**config.mk**
```make
export PLATFORM = sky130hd
export DESIGN_NAME = ctl_ep_buffer
export DESIGN_NICKNAME = d
export VERILOG_FILES = /design/src/rtl/ctl_ep_pkg.sv /design/src/rtl/ctl_ep_ram.sv /design/src/rtl/ctl_ep_rdmux.sv /design/src/rtl/ctl_ep_core.sv /design/src/rtl/ctl_ep_buffer.sv
export SDC_FILE = /design/constraint.sdc
export NUM_CORES = 1
export LEC_CHECK = 0
export BUFFER_PORTS_ARGS = -buffer_cell sky130_fd_sc_hd__buf_2
export CORE_AREA = 2 2 370 372
export CTS_BUF_LIST = sky130_fd_sc_hd__clkbuf_4
export DETAILED_ROUTE_END_ITERATION = 16
export DIE_AREA = 0 0 372 374
export GPL_ROUTABILITY_DRIVEN = 0
export HOLD_SLACK_MARGIN = 0.03
export PLACE_DENSITY_LB_ADDON = 0.08
export SLEW_MARGIN = 20
export SYNTH_ARGS = -nofsm -noshare
export SYNTH_HDL_FRONTEND = slang
export SYNTH_SLANG_ARGS = --single-unit
export TNS_END_PERCENT = 50
```
**constraint.sdc**
```tcl
create_clock -name clk -period 3.65 [get_ports clk]
set_input_delay 0.365 -clock clk [delete_from_list [all_inputs] [get_ports clk]]
set_output_delay 0.365 -clock clk [all_outputs]
set_load 0.02 [all_outputs]
```
**src/rtl/ctl_ep_pkg.sv**
```systemverilog
package ctl_ep_pkg;

    typedef enum logic [1:0] {
        HS_QUIET = 2'd0,
        HS_NAK   = 2'd1,
        HS_ACK   = 2'd2,
        HS_DATA  = 2'd3
    } hs_kind_e;

endpackage

```
**src/rtl/ctl_ep_ram.sv**
```systemverilog
module ctl_ep_ram #(
    parameter int DEPTH = 64,
    parameter int DW    = 8,
    parameter int PW    = $clog2(DEPTH)
) (
    input  logic          clk,
    input  logic          we_a,
    input  logic [PW-1:0] waddr_a,
    input  logic [DW-1:0] wdata_a,
    input  logic          we_b,
    input  logic [PW-1:0] waddr_b,
    input  logic [DW-1:0] wdata_b,
    input  logic [PW-1:0] raddr_a,
    output logic [DW-1:0] rdata_a,
    input  logic [PW-1:0] raddr_b,
    output logic [DW-1:0] rdata_b
);

    // no reset: contents survive every reset
    logic [DW-1:0] mem [DEPTH];

    always_ff @(posedge clk) begin
        if (we_a) mem[waddr_a] <= wdata_a;
        if (we_b) mem[waddr_b] <= wdata_b;   // SIE port wins on a clash
    end

    assign rdata_a = mem[raddr_a];
    assign rdata_b = mem[raddr_b];

endmodule

```
**src/rtl/ctl_ep_rdmux.sv**
```systemverilog
module ctl_ep_rdmux #(
    parameter int         DW       = 8,
    parameter int         CW       = 7,
    parameter int         RA_W     = 5,
    parameter logic [4:0] ADR_AUX  = 5'h0E,
    parameter logic [4:0] ADR_DATA = 5'h10,
    parameter logic [4:0] ADR_CNT  = 5'h11,
    parameter logic [4:0] ADR_FLAG = 5'h12
) (
    input  logic [RA_W-1:0] addr,
    input  logic [DW-1:0]   buf_byte,
    input  logic [CW-1:0]   cnt,
    input  logic [CW-1:0]   aux_cnt,
    input  logic            armed,
    input  logic            aux_armed,
    input  logic            dav,
    output logic [DW-1:0]   rdata
);

    always_comb begin
        rdata = '0;
        if (addr == RA_W'(ADR_DATA))      rdata = buf_byte;
        else if (addr == RA_W'(ADR_CNT))  rdata = DW'(cnt);
        else if (addr == RA_W'(ADR_AUX))  rdata = DW'(aux_cnt);
        else if (addr == RA_W'(ADR_FLAG)) rdata = DW'({aux_armed, armed, dav});
    end

endmodule

```
**src/rtl/ctl_ep_core.sv**
```systemverilog
module ctl_ep_core
    import ctl_ep_pkg::*;
#(
    parameter int         DEPTH    = 64,
    parameter int         RA_W     = 5,
    parameter logic [4:0] ADR_AUX  = 5'h0E,
    parameter logic [4:0] ADR_DATA = 5'h10,
    parameter logic [4:0] ADR_CNT  = 5'h11,
    parameter logic [4:0] ADR_FLAG = 5'h12,
    parameter int         PW       = $clog2(DEPTH),
    parameter int         CW       = PW + 1
) (
    input  logic            clk,
    input  logic            rst_n,
    input  logic [RA_W-1:0] cpu_addr,
    input  logic            cpu_wr,
    input  logic            cpu_rd,
    input  logic [CW-1:0]   cpu_wlen,
    input  logic            sie_ep_sel,
    input  logic            sie_in_tok,
    input  logic            sie_in_rd,
    input  logic            sie_in_ack,
    input  logic            sie_out_tok,
    input  logic            sie_out_wr,
    input  logic            sie_out_done,
    input  logic            sie_out_good,
    output logic            ram_cpu_we,
    output logic            ram_sie_we,
    output logic [PW-1:0]   cpu_ptr,
    output logic [PW-1:0]   sie_addr,
    output logic            hs_vld,
    output hs_kind_e        hs_kind,
    output logic [CW-1:0]   in_len,
    output logic [CW-1:0]   cnt,
    output logic [CW-1:0]   aux_cnt,
    output logic            armed,
    output logic            aux_armed,
    output logic            dav
);

    localparam logic [CW-1:0] FULL = CW'(DEPTH);

    typedef struct packed {
        logic [CW-1:0] cnt;
        logic [CW-1:0] aux_cnt;
        logic          armed;
        logic          aux_armed;
        logic          dav;
        logic [PW-1:0] cpu_ptr;
        logic [CW-1:0] sie_ptr;
        logic          rx_on;
        logic          rx_ovf;
        logic          hs_vld;
        hs_kind_e      hs_kind;
        logic [CW-1:0] tx_len;
    } st_t;

    st_t s_d, s_q;

    function automatic logic [CW-1:0] clamp_len(input logic [CW-1:0] v);
        return (v > FULL) ? FULL : v;
    endfunction

    always_comb begin
        s_d         = s_q;
        s_d.hs_vld  = 1'b0;
        s_d.hs_kind = HS_QUIET;
        ram_cpu_we  = 1'b0;
        ram_sie_we  = 1'b0;

        // host acknowledged an IN packet; a CPU re-arm below takes priority
        if (sie_in_ack) begin
            if (sie_ep_sel) s_d.aux_armed = 1'b0;
            else            s_d.armed     = 1'b0;
        end

        // CPU register port
        if (cpu_wr) begin
            if (cpu_addr == RA_W'(ADR_DATA)) begin
                ram_cpu_we  = 1'b1;
                s_d.cpu_ptr = s_q.cpu_ptr + 1'b1;
            end else if (cpu_addr == RA_W'(ADR_CNT)) begin
                s_d.cnt     = clamp_len(cpu_wlen);
                s_d.armed   = 1'b1;
                s_d.cpu_ptr = '0;
            end else if (cpu_addr == RA_W'(ADR_AUX)) begin
                s_d.aux_cnt   = clamp_len(cpu_wlen);
                s_d.aux_armed = 1'b1;
            end else if (cpu_addr == RA_W'(ADR_FLAG) && cpu_wlen[0]) begin
                s_d.dav     = 1'b0;
                s_d.cpu_ptr = '0;
            end
        end else if (cpu_rd && cpu_addr == RA_W'(ADR_DATA)) begin
            s_d.cpu_ptr = s_q.cpu_ptr + 1'b1;
        end

        // IN token and streaming
        if (sie_in_tok) begin
            s_d.hs_vld = 1'b1;
            if (sie_ep_sel) begin
                s_d.hs_kind = s_q.aux_armed ? HS_DATA : HS_NAK;
                s_d.tx_len  = s_q.aux_cnt;
            end else begin
                s_d.hs_kind = s_q.armed ? HS_DATA : HS_NAK;
                s_d.tx_len  = s_q.cnt;
                s_d.sie_ptr = '0;
            end
        end else if (sie_in_rd) begin
            s_d.sie_ptr = s_q.sie_ptr + 1'b1;
        end

        // OUT token: refuse while unread data is pending
        if (sie_out_tok) begin
            if (s_q.dav) begin
                s_d.hs_vld  = 1'b1;
                s_d.hs_kind = HS_NAK;
                s_d.rx_on   = 1'b0;
            end else begin
                s_d.rx_on   = 1'b1;
                s_d.rx_ovf  = 1'b0;
                s_d.sie_ptr = '0;
            end
        end

        if (sie_out_wr && s_q.rx_on) begin
            if (s_q.sie_ptr == FULL) begin
                s_d.rx_ovf = 1'b1;
            end else begin
                ram_sie_we  = 1'b1;
                s_d.sie_ptr = s_q.sie_ptr + 1'b1;
            end
        end

        if (sie_out_done && s_q.rx_on) begin
            s_d.rx_on  = 1'b0;
            s_d.hs_vld = 1'b1;
            if (sie_out_good && !s_q.rx_ovf) begin
                s_d.cnt     = s_q.sie_ptr;
                s_d.dav     = 1'b1;
                s_d.hs_kind = HS_ACK;
            end else begin
                s_d.hs_kind = HS_QUIET;
            end
        end
    end

    always_ff @(posedge clk or negedge rst_n) begin
        if (!rst_n) s_q <= '0;
        else        s_q <= s_d;
    end

    assign cpu_ptr   = s_q.cpu_ptr;
    assign sie_addr  = s_q.sie_ptr[PW-1:0];
    assign hs_vld    = s_q.hs_vld;
    assign hs_kind   = s_q.hs_kind;
    assign in_len    = s_q.tx_len;
    assign cnt       = s_q.cnt;
    assign aux_cnt   = s_q.aux_cnt;
    assign armed     = s_q.armed;
    assign aux_armed = s_q.aux_armed;
    assign dav       = s_q.dav;

endmodule

```
**src/rtl/ctl_ep_buffer.sv**
```systemverilog
module ctl_ep_buffer
    import ctl_ep_pkg::*;
#(
    parameter int         DEPTH    = 64,
    parameter int         DW       = 8,
    parameter int         RA_W     = 5,
    parameter logic [4:0] ADR_AUX  = 5'h0E,
    parameter logic [4:0] ADR_DATA = 5'h10,
    parameter logic [4:0] ADR_CNT  = 5'h11,
    parameter logic [4:0] ADR_FLAG = 5'h12,
    parameter int         PW       = $clog2(DEPTH),
    parameter int         CW       = PW + 1
) (
    input  logic            clk,
    input  logic            rst_n,
    input  logic [RA_W-1:0] cpu_addr,
    input  logic            cpu_wr,
    input  logic            cpu_rd,
    input  logic [DW-1:0]   cpu_wdata,
    output logic [DW-1:0]   cpu_rdata,
    input  logic            sie_ep_sel,
    input  logic            sie_in_tok,
    input  logic            sie_in_rd,
    output logic [DW-1:0]   sie_in_data,
    output logic [CW-1:0]   sie_in_len,
    input  logic            sie_in_ack,
    input  logic            sie_out_tok,
    input  logic            sie_out_wr,
    input  logic [DW-1:0]   sie_out_data,
    input  logic            sie_out_done,
    input  logic            sie_out_good,
    output logic            sie_hs_vld,
    output logic [1:0]      sie_hs_kind,
    output logic            out_dav_irq
);

    logic          ram_cpu_we, ram_sie_we;
    logic [PW-1:0] cpu_ptr, sie_addr;
    logic [DW-1:0] cpu_byte;
    logic [CW-1:0] st_cnt, st_aux_cnt;
    logic          st_armed, st_aux_armed;
    hs_kind_e      hs_kind;

    ctl_ep_core #(
        .DEPTH(DEPTH), .RA_W(RA_W),
        .ADR_AUX(ADR_AUX), .ADR_DATA(ADR_DATA), .ADR_CNT(ADR_CNT), .ADR_FLAG(ADR_FLAG)
    ) u_core (
        .clk          (clk),
        .rst_n        (rst_n),
        .cpu_addr     (cpu_addr),
        .cpu_wr       (cpu_wr),
        .cpu_rd       (cpu_rd),
        .cpu_wlen     (cpu_wdata[CW-1:0]),
        .sie_ep_sel   (sie_ep_sel),
        .sie_in_tok   (sie_in_tok),
        .sie_in_rd    (sie_in_rd),
        .sie_in_ack   (sie_in_ack),
        .sie_out_tok  (sie_out_tok),
        .sie_out_wr   (sie_out_wr),
        .sie_out_done (sie_out_done),
        .sie_out_good (sie_out_good),
        .ram_cpu_we   (ram_cpu_we),
        .ram_sie_we   (ram_sie_we),
        .cpu_ptr      (cpu_ptr),
        .sie_addr     (sie_addr),
        .hs_vld       (sie_hs_vld),
        .hs_kind      (hs_kind),
        .in_len       (sie_in_len),
        .cnt          (st_cnt),
        .aux_cnt      (st_aux_cnt),
        .armed        (st_armed),
        .aux_armed    (st_aux_armed),
        .dav          (out_dav_irq)
    );

    ctl_ep_ram #(.DEPTH(DEPTH), .DW(DW)) u_ram (
        .clk     (clk),
        .we_a    (ram_cpu_we),
        .waddr_a (cpu_ptr),
        .wdata_a (cpu_wdata),
        .we_b    (ram_sie_we),
        .waddr_b (sie_addr),
        .wdata_b (sie_out_data),
        .raddr_a (cpu_ptr),
        .rdata_a (cpu_byte),
        .raddr_b (sie_addr),
        .rdata_b (sie_in_data)
    );

    ctl_ep_rdmux #(
        .DW(DW), .CW(CW), .RA_W(RA_W),
        .ADR_AUX(ADR_AUX), .ADR_DATA(ADR_DATA), .ADR_CNT(ADR_CNT), .ADR_FLAG(ADR_FLAG)
    ) u_rdmux (
        .addr      (cpu_addr),
        .buf_byte  (cpu_byte),
        .cnt       (st_cnt),
        .aux_cnt   (st_aux_cnt),
        .armed     (st_armed),
        .aux_armed (st_aux_armed),
        .dav       (out_dav_irq),
        .rdata     (cpu_rdata)
    );

    assign sie_hs_kind = hs_kind;

endmodule

```
==> results.txt <==
Max Cap Violations = 0
Class of the most critical hold timing path = primary input to flip-flop
Number of enable flip-flop cells after synthesis = 512
Net count after synthesis = 2580
Routed length on met2 = 82300 µm
Internal Power = 0.0149 W
CTS H-tree lvls = 4
Ratio of routed vias to standard cells = 5.67
Number of optimization iterations in the first detailed-route pass = 8
Inserted Clock Buffers = 175
Critical path buffer and inverter count = 4
Global routing usage summed across all routing layers = 25.8%
Highest-count cells in the layout ignoring fill and taps = 591 x mux2_2, 512 x edfxtp_1, 335 x buf_4
Number of design-rule violations left by the first detailed-router iteration = 3274
Critical path class = flip-flop to output pin
Total vias in the final route = 27826
Global-route wire length before repair = 246000 µm
Slew Limit Fails = 0
Worst skew pair latency = 1.20 ns
Ratio of total power to cell area = 585 mW/mm²
Violations in the final reports = negative setup slack
Sum of negative setup slack = -10.20 ns
Dominant delay contributor by cell family on the critical path = compound AO/OA/AOI/OAI gates
Startpoint of the worst-slack reg-to-reg timing path = u_core.sie_addr[0]
Startpoint type of the worst setup path = flip-flop
Final global-route overflow total = 0
Setup violation total in the final timing report = 16
Cell with the largest stage delay on the worst path = a222oi_1
Wire length the detailed router placed on met1 = 77900 µm
Number of nets in the final layout = 3013
TritonCTS clock tree = yes
Worst setup path start = u_core.cpu_ptr[1]
Final Skew = 0.0876 ns
Number of hold-slack violations in the final timing report = 0
Overall die area = 0.139 mm²
Boundary pin count = 60
Setup repair after global routing missed its margin = yes
Fin crit share = 121%
Hold slack = 0.204 ns
Clock group share of total power = 26.7%
Cell repeated most along the worst path = buf_12
Core area = 0.135 mm²
Initial Util = 24.8%
HPWL after detailed placement = 129000 µm
Cell count after synthesis = 2544
Shortest clock period the worst path allows after layout = 4.43 ns
Max stage delay on crit path = 0.71 ns
Number of distinct library cell variants in the gate-level netlist after synthesis = 83
Combined area of all synthesized cells = 0.0335 mm²
Highest ir drop seen on vdd = 0.324 mV
Sequential share of the synthesized area = 49.0%
Predominant post-synthesis flop cell = edfxtp_1
Register bit total from synthesis = 554
Root buffer cell = clkbuf_4
DRC Markers = 0
R2R Path End = u_ram.mem[16][5]
Routed wl met3 = 14600 µm
Net Sw Frac = 40.1%
Fraction of registers with async set/reset = 7.58%
Post-layout utilization of the core = 31.6%
Setup slack of the most critical reg-to-reg path = 0.24 ns
Worst-case headroom to the max-slew limit = 23.1%
Required @ worst endpoint = 3.28 ns
Endpoint type of the worst setup path = output pin
Number of warnings issued by yosys = 0
Worst reg-to-reg path cell count = 10
Maximum clock path buffer count = 3
Maximum clock frequency = 226 MHz
Static leakage = 14.8 nW
Fin worst setup slack = -0.779 ns
Clock Sink Count = 554
Count of nets left with antenna violations after detail routing = 0
Arr. time, crit path = 4.06 ns
Proportion of power drawn by flip-flops and latches = 29.0%
Layout Area Growth over Synthesis = 27.2%
Count of buffers inserted at the top-level ports = 59
Most common cell after layout, fill and taps aside = mux2_2
Std-Cell Rows = 135
DIE HEIGHT = 374 µm
Part of the total power dissipated in combinational logic = 44.3%
Total wirelength of the detailed-routed design = 183000 µm
Endpoint of the worst setup timing path = cpu_rdata[6]
Die width = 372 µm
Highest net fanout along the worst path = 5
Detail-routed net length per standard cell = 37.2 µm
Highest signal layer in the routed design = met5
Clk pin slew, worst setup/hold paths = 0.07 ns
Via count of the first global-routing pass = 27657
Fraction of final layout cells sized beyond drive strength 1 = 52.7%
Placed Cells incl. Taps = 4447
Final Non-Filler Cells = 4906
Psw = 0.0100 W
Synthesized area per cell = 13.2 µm²
Cell breakdown of the critical path = buf_12, buf_16, buf_12, mux4_2, a221o_2, a222oi_1, a31oi_2, buf_4
Cell count along the critical path = 8
Actual transition at the worst max-transition pin = 1.15 ns
Largest net degree at the start of global routing = 65
Fillers = 13588
Number of antenna violations at the first check in global routing = 13
Pre-CTS setup slack = -0.189 ns
Outcome = finished, violations left
timing repair:
| item | in CTS | in global routing |
|---|---|---|
| endpoints found under the setup margin | 16 | 16 |
| pin swaps | 40 | 28 |
| endpoints found under the hold margin | 316 | 0 |
| cloned | 3 | 0 |
| resized for setup | 212 | 56 |
| hold buffers | 60 | 0 |
| buffers inserted | 66 | 7 |
power groups by stage:
stage / combinational [W] / sequential [W] / clock, W
detailed placement: 0.00899 / 0.00751 / 0
floorplan: 0.00441 / 0.00726 / 0
global placement: 0.00902 / 0.00750 / 0
CTS: 0.0105 / 0.00724 / 0.00689
global route: 0.0112 / 0.00724 / 0.00720
finish: 0.0110 / 0.00724 / 0.00667
cells in the mapped netlist (16+ instances only):
library cell | instances | area [µm²]
a21oi_1 | 67 | 335
a221oi_1 | 109 | 955
a22oi_1 | 51 | 383
buf_1 | 32 | 120
buf_2 | 57 | 285
buf_4 | 21 | 158
clkbuf_1 | 162 | 608
dfrtp_1 | 42 | 1050
edfxtp_1 | 512 | 15400
mux2_2 | 591 | 6660
mux2i_1 | 127 | 1270
mux4_2 | 89 | 2000
nand2_1 | 92 | 345
nand2_2 | 26 | 163
nand2b_1 | 16 | 100
nand3_1 | 16 | 80.1
nor2_1 | 90 | 338
nor2_2 | 30 | 188
nor2b_1 | 16 | 100
o21ai_0 | 94 | 470
o22ai_1 | 80 | 500
cell type report:
cell class,instances,area (µm²),area share (%)
repair buffers,535,4950,11.6
clock inverters,67,420,0.986
flip-flops and latches,554,16400,38.6
well taps,1781,2230,5.23
clock buffers,248,1860,4.37
inverters,9,41.3,0.0968
diodes,10,25.0,0.0587
multi-input cells,1702,16700,39.1
worst min path at each step:
stage | start | endpoint | slack, ns | depth (start not counted)
2_1_floorplan | rst_n | u_core.armed | 0.07 | 0
3_3_place_gp | u_core.s_q[10] | u_core.s_q[10] | 0.49 | 2
3_5_place_dp | u_core.s_q[10] | u_core.s_q[10] | 0.48 | 2
4_1_cts | rst_n | u_core.sie_addr[0] | 0.06 | 4
5_1_grt | sie_out_data[1] | u_ram.mem[42][1] | 0.12 | 2
6_report | sie_out_data[1] | u_ram.mem[20][1] | 0.20 | 2
logic make-up (layout without fill, tap and decap cells):
logic type / Yosys count / after routing / synth area share, %
mux: 819 / 819 / 30.4
flops: 554 / 554 / 49.0
compound gates: 519 / 519 / 11.0
simple gates: 357 / 357 / 5.56
buf+inv: 288 / 859 / 3.84
xor+xnor: 4 / 4 / 0.105
fa+ha+maj: 3 / 3 / 0.112
other cells: 0 / 10 / 0
layer usage:
layer  vias to the layer above  GRT usage (%)
met3                       338           5.82
met4                         6           10.7
li1                      11195              -
met5                         -              0
met1                     14724           34.8
met2                      1563           39.7
flip-flops by register name, summed over array words and instances, names as in the netlist:
signal / cells
u_core.hs_kind: 2
u_core.sie_addr: 6
u_core.hs_vld: 1
u_core.aux_armed: 1
u_core.cnt: 7
u_core.aux_cnt: 7
u_core.dav: 1
u_core.cpu_ptr: 6
u_core.in_len: 7
u_core.armed: 1
u_ram.mem: 512
u_core.s_q: 3
stage by stage:
stage	instance area [µm²]	total power, W
after global routing	42600	0.0256
after floorplan	33500	0.0117
final	42600	0.0250
after global placement	37800	0.0165
after detailed placement	37800	0.0165
after CTS	42300	0.0247
Note: power is estimated with default switching activity, not from simulation.
